==> src/rtl/nic_pkg.sv <==
package nic_pkg;
  typedef enum logic [1:0] {
    SEL_ENABLE = 2'd0,
    SEL_PRIO   = 2'd1,
    SEL_GLOBAL = 2'd2,
    SEL_NONE   = 2'd3
  } cfg_sel_e;
endpackage

==> src/rtl/nic_cfg_regs.sv <==
module nic_cfg_regs #(
  parameter int NSRC = 12
) (
  input  logic            clk,
  input  logic            rst,
  input  logic            we,
  input  logic [1:0]      sel,
  input  logic [NSRC-1:0] wdata,
  output logic [NSRC-1:0] en_q,
  output logic [NSRC-1:0] pri_q,
  output logic            gie_q
);
  import nic_pkg::*;

  always_ff @(posedge clk) begin
    if (rst) begin
      en_q  <= '0;
      pri_q <= '0;
      gie_q <= 1'b0;
    end else if (we) begin
      case (cfg_sel_e'(sel))
        SEL_ENABLE: en_q  <= wdata;
        SEL_PRIO:   pri_q <= wdata;
        SEL_GLOBAL: gie_q <= wdata[0];
        default: ;
      endcase
    end
  end
endmodule

==> src/rtl/nic_first_set.sv <==
module nic_first_set #(
  parameter int N  = 12,
  parameter int IW = 4
) (
  input  logic [N-1:0]  vec,
  output logic          found,
  output logic [IW-1:0] idx
);
  always_comb begin
    found = |vec;
    idx   = '0;
    for (int i = N - 1; i >= 0; i--) begin
      if (vec[i]) idx = IW'(i);
    end
  end
endmodule

==> src/rtl/nic_svc_track.sv <==
module nic_svc_track (
  input  logic clk,
  input  logic rst,
  input  logic set_hi,
  input  logic set_lo,
  input  logic ret,
  output logic hi_q,
  output logic lo_q
);
  logic hi_n, lo_n;

  always_comb begin
    hi_n = hi_q;
    lo_n = lo_q;
    if (ret) begin
      if (hi_q) hi_n = 1'b0;
      else      lo_n = 1'b0;
    end
    if (set_hi) hi_n = 1'b1;
    if (set_lo) lo_n = 1'b1;
  end

  always_ff @(posedge clk) begin
    if (rst) begin
      hi_q <= 1'b0;
      lo_q <= 1'b0;
    end else begin
      hi_q <= hi_n;
      lo_q <= lo_n;
    end
  end
endmodule

==> src/rtl/nest_irq_ctrl.sv <==
module nest_irq_ctrl #(
  parameter int NSRC     = 12,
  parameter int SRC_W    = (NSRC > 1) ? $clog2(NSRC) : 1,
  parameter int VEC_W    = 16,
  parameter int VEC_BASE = 3,
  parameter int VEC_STEP = 8
) (
  input  logic             clk,
  input  logic             rst,
  input  logic [NSRC-1:0]  irq_req,
  input  logic             cfg_we,
  input  logic [1:0]       cfg_sel,
  input  logic [NSRC-1:0]  cfg_wdata,
  input  logic             call_ack,
  input  logic             ret_pulse,
  output logic             call_req,
  output logic [SRC_W-1:0] call_src,
  output logic [VEC_W-1:0] call_vec,
  output logic             svc_hi,
  output logic             svc_lo,
  output logic [NSRC-1:0]  req_clr
);
  logic [NSRC-1:0]  en_q, pri_q;
  logic             gie_q;
  logic [NSRC-1:0]  elig, hi_set, lo_set;
  logic             hi_found, lo_found;
  logic [SRC_W-1:0] hi_idx, lo_idx;
  logic             cand_hi, allowed, take, ack_now;
  logic [SRC_W-1:0] cand_idx;

  logic             call_req_q, call_hi_q;
  logic [SRC_W-1:0] call_src_q;
  logic [VEC_W-1:0] call_vec_q;
  logic [NSRC-1:0]  clr_q;

  nic_cfg_regs #(.NSRC(NSRC)) u_cfg (
    .clk(clk), .rst(rst), .we(cfg_we), .sel(cfg_sel), .wdata(cfg_wdata),
    .en_q(en_q), .pri_q(pri_q), .gie_q(gie_q)
  );

  assign elig   = irq_req & en_q & {NSRC{gie_q}};
  assign hi_set = elig & pri_q;
  assign lo_set = elig & ~pri_q;

  nic_first_set #(.N(NSRC), .IW(SRC_W)) u_pick_hi (
    .vec(hi_set), .found(hi_found), .idx(hi_idx)
  );
  nic_first_set #(.N(NSRC), .IW(SRC_W)) u_pick_lo (
    .vec(lo_set), .found(lo_found), .idx(lo_idx)
  );

  assign cand_hi  = hi_found;
  assign cand_idx = hi_found ? hi_idx : lo_idx;
  assign allowed  = hi_found ? !svc_hi : (lo_found && !svc_hi && !svc_lo);
  assign take     = !call_req_q && allowed;
  assign ack_now  = call_req_q && call_ack;

  nic_svc_track u_svc (
    .clk(clk), .rst(rst),
    .set_hi(ack_now && call_hi_q),
    .set_lo(ack_now && !call_hi_q),
    .ret(ret_pulse),
    .hi_q(svc_hi), .lo_q(svc_lo)
  );

  always_ff @(posedge clk) begin
    if (rst) begin
      call_req_q <= 1'b0;
      call_hi_q  <= 1'b0;
      call_src_q <= '0;
      call_vec_q <= '0;
      clr_q      <= '0;
    end else begin
      clr_q <= '0;
      if (ack_now) begin
        call_req_q <= 1'b0;
        clr_q      <= NSRC'(1) << call_src_q;
      end else if (take) begin
        call_req_q <= 1'b1;
        call_hi_q  <= cand_hi;
        call_src_q <= cand_idx;
        call_vec_q <= VEC_W'(VEC_BASE) + VEC_W'(VEC_STEP) * VEC_W'(cand_idx);
      end
    end
  end

  assign call_req = call_req_q;
  assign call_src = call_src_q;
  assign call_vec = call_vec_q;
  assign req_clr  = clr_q;
endmodule

==> config.mk <==
export PLATFORM = sky130hd
export DESIGN_NAME = nest_irq_ctrl
export DESIGN_NICKNAME = d
export VERILOG_FILES = /design/src/rtl/nic_pkg.sv /design/src/rtl/nic_cfg_regs.sv /design/src/rtl/nic_first_set.sv /design/src/rtl/nic_svc_track.sv /design/src/rtl/nest_irq_ctrl.sv
export SDC_FILE = /design/constraint.sdc
export NUM_CORES = 1
export LEC_CHECK = 0
export BUFFER_PORTS_ARGS = -buffer_cell sky130_fd_sc_hd__buf_4
export CORE_ASPECT_RATIO = 1.2
export CORE_MARGIN = 2
export CORE_UTILIZATION = 52
export DETAILED_ROUTE_END_ITERATION = 6
export PLACE_DENSITY = 0.82
export SLEW_MARGIN = 10
export SYNTH_ARGS = -nofsm -noshare
export SYNTH_HDL_FRONTEND = slang
export SYNTH_HIERARCHICAL = 1
export SYNTH_SLANG_ARGS = --single-unit
==> constraint.sdc <==
create_clock -name clk -period 2.78 [get_ports clk]
set_input_delay 0.556 -clock clk [delete_from_list [all_inputs] [get_ports clk]]
set_output_delay 0.556 -clock clk [all_outputs]
set_load 0.03 [all_outputs]
==> flow_metrics.tcl <==
set metrics [dict create \
    htreeDepth 2 \
    whs_ns 0.4449 \
    netSwitchingPower_w 0.0002777 \
    antenna_found_initial 0 \
    maxCapViolCount 0 \
    fin_crit_sh 0.8073 \
    ctsHoldBuffers 0 \
    core-area_mm2 0.004527 \
    p_int_w 0.001016 \
    num_rows 27 \
    layout_commonest_cell "buf_4" \
    clkSinkCount 46 \
    crit_family "simple AND/OR/NAND/NOR gates" \
    synth_cell_types 34 \
    async_reset_ff_frac 0 \
    cts_buffer_depth 2 \
    grt_pass1_vias 1766 \
    clock_skew_ns 0.004406 \
    power_w 0.001294 \
    dieArea_mm2 0.005212 \
    mostFrequentLayoutCells "56 x buf_4, 48 x nor2_1, 46 x dfxtp_1" \
    cts.clk_slew.worst_paths_ns 0.08 \
    seqPwrFrac 0.527 \
    seq_area_frac_synth 0.3810 \
    post-route-drc-count 0 \
    endpoint_kind "flip-flop" \
    drt_first_iter_violations 45 \
    fmaxAchievable_ghz 0.4456 \
    clkPwrFrac 0.383 \
    drive_gt1_frac 0.2216 \
    required_ns 2.96 \
    ir_worst_vdd_mv 0.3662 \
    final_max_slew_viol_count 0 \
    rsz0062_at_grt "false" \
    worstPathCellList "nand3_1 -> nor2_1 -> nor4_1 -> nand3_1 -> nor2b_1 -> o21ai_1 -> mux2_1" \
    final_nets 365 \
    clock_latency_ns 0.29 \
    avgSynthCellArea_um2 8.452 \
    cts_root_buf "clkbuf_8" \
    die_w_um 66.24 \
    setup-tns-final_ns 0 \
    start_util 0.5340 \
    synth-edff-count 0 \
    dieHeight_um 78.69 \
    num_vias 1940 \
    tritoncts "yes" \
    synth_seq_cells 46 \
    critPathKind "reg -> reg" \
    swShare 0.2147 \
    track_usage 0.1780 \
    postRouteWirelength_mm 4.518 \
    synth_area_mm2 0.002417 \
    wl_per_cell_um 11.53 \
    cp.buffers_inverters 0 \
    yosysWarnings 6 \
    period_needed_ns 2.244 \
    cellLeakagePower_nw 1.245 \
    outcome "completed" \
    synth_top_flop_cell "dfxtp_1" \
    cts_setup_buffers 0 \
    io_buffers 55 \
    area_growth_pct 20.03 \
    io_pins 66 \
    cp_slowest_cell "dfxtp_1" \
    worst_slack_ns 0.5358 \
    critPathMaxStageDelay_ns 0.47 \
    numCtsBuffers 5 \
    crit_fanout 13 \
    gp_congestion 0.8970 \
    grt_overflow 0 \
    ant_nets 0 \
    power.density_mw_per_mm2 445.8 \
    drt_first_pass_iters 4 \
    dp_hpwl_mm 3.463 \
    cts_resized 0 \
    drt-vias-per-instance 4.949 \
    crit_path_start_kind "flip-flop" \
    hold_violations 0 \
    grt_max_degree 53 \
    grt_first_pass_wirelength_mm 7.327 \
    hold_path_class "in -> reg" \
    pwr-share-comb 0.090 \
    crit_path_frequent_cell "nand3_1" \
    place_ws_ns 0.4146 \
    diodes 0 \
    critPathArrivalTime_ns 2.42 \
    finalSetupViolCount 0 \
    synthCells 286 \
]
-- worst reg2reg max path: cells and delay by family, from the launching register on --
family / cells / cell delay [ns]
flip-flops: 1 / 0.47
multiplexers: 1 / 0.36
AND/OR/NAND/NOR: 5 / 0.94
AO/OA/AOI/OAI: 1 / 0.37
-- cells in the mapped netlist (4+ instances only) --
cell	number	area, µm²
dfxtp_1	46	920.9
nand2_1	6	22.52
nor4_1	4	25.02
nor2_1	48	180.2
nor4_2	4	50.05
mux2_1	4	45.04
nor2b_1	9	56.30
mux2i_1	29	290.3
nand2b_1	41	256.5
nor3_1	5	25.02
nand3_1	14	70.07
buf_4	15	112.6
clkbuf_1	7	26.28
o21ai_1	5	25.02
inv_1	16	60.06
a21oi_1	7	35.03
-- routing by layer --
layer  track usage  wire length, µm
met5             0                0
met2        0.3480             2400
met3       0.03966              203
met4       0.05306               23
met1        0.1822             1891
-- power by group through the flow --
stage	registers (W)	clock network, W	logic, W
after floorplan	0.000696	0	0.0000833
after global placement	0.000697	0	0.000115
after detailed placement	0.000698	0	0.000117
after CTS	0.000682	0.000510	0.000117
after global routing	0.000684	0.000527	0.000126
final	0.000682	0.000495	0.000116
-- flip-flops by register name (all words and copies together), names as in the netlist --
register,flops
call_req,1
call_hi_q,1
u_cfg/pri_q,12
req_clr,12
u_svc/hi_q,1
call_vec,2
call_src,3
u_svc/lo_q,1
u_cfg/gie_q,1
u_cfg/en_q,12
-- cells by family after synthesis --
group / after synthesis / synth area share
flip-flops: 46 / 0.3810
multiplexers: 33 / 0.1387
AND/OR/NAND/NOR: 143 / 0.3292
other: 1 / 0.001551
buffers and inverters: 42 / 0.09214
AO/OA/AOI/OAI: 21 / 0.05745
-- through the flow --
stage,utilization,std cells,area [µm²]
after floorplan,-,295,2451
after global placement,0.6161,385,2789
after detailed placement,0.6161,385,2789
after CTS,0.6410,392,2902
after global routing,0.6410,392,2902
final,0.6410,392,2902
-- layout make-up --
class	instances	area (µm²)
Clock buffer	6	82.58
Clock inverter	1	30.03
Fill cell	397	1625
Inverter	18	67.56
Multi-Input combinational cell	207	1308
Sequential cell	46	920.9
Tap cell	58	72.57
Timing Repair Buffer	56	420.4
-- path summary, 6_finish.rpt --
kind                        from              to  slack, ns  cells after the start
setup / recovery     u_cfg/gie_q     call_src[0]       0.54                      7
hold / removal         ret_pulse      u_svc/lo_q       0.44                      2
setup reg to reg     u_cfg/gie_q     call_src[0]       0.54                      7
hold reg to reg   u_cfg/en_q[11]  u_cfg/en_q[11]       0.48                      2
Note: power is estimated with default switching activity, not from simulation.
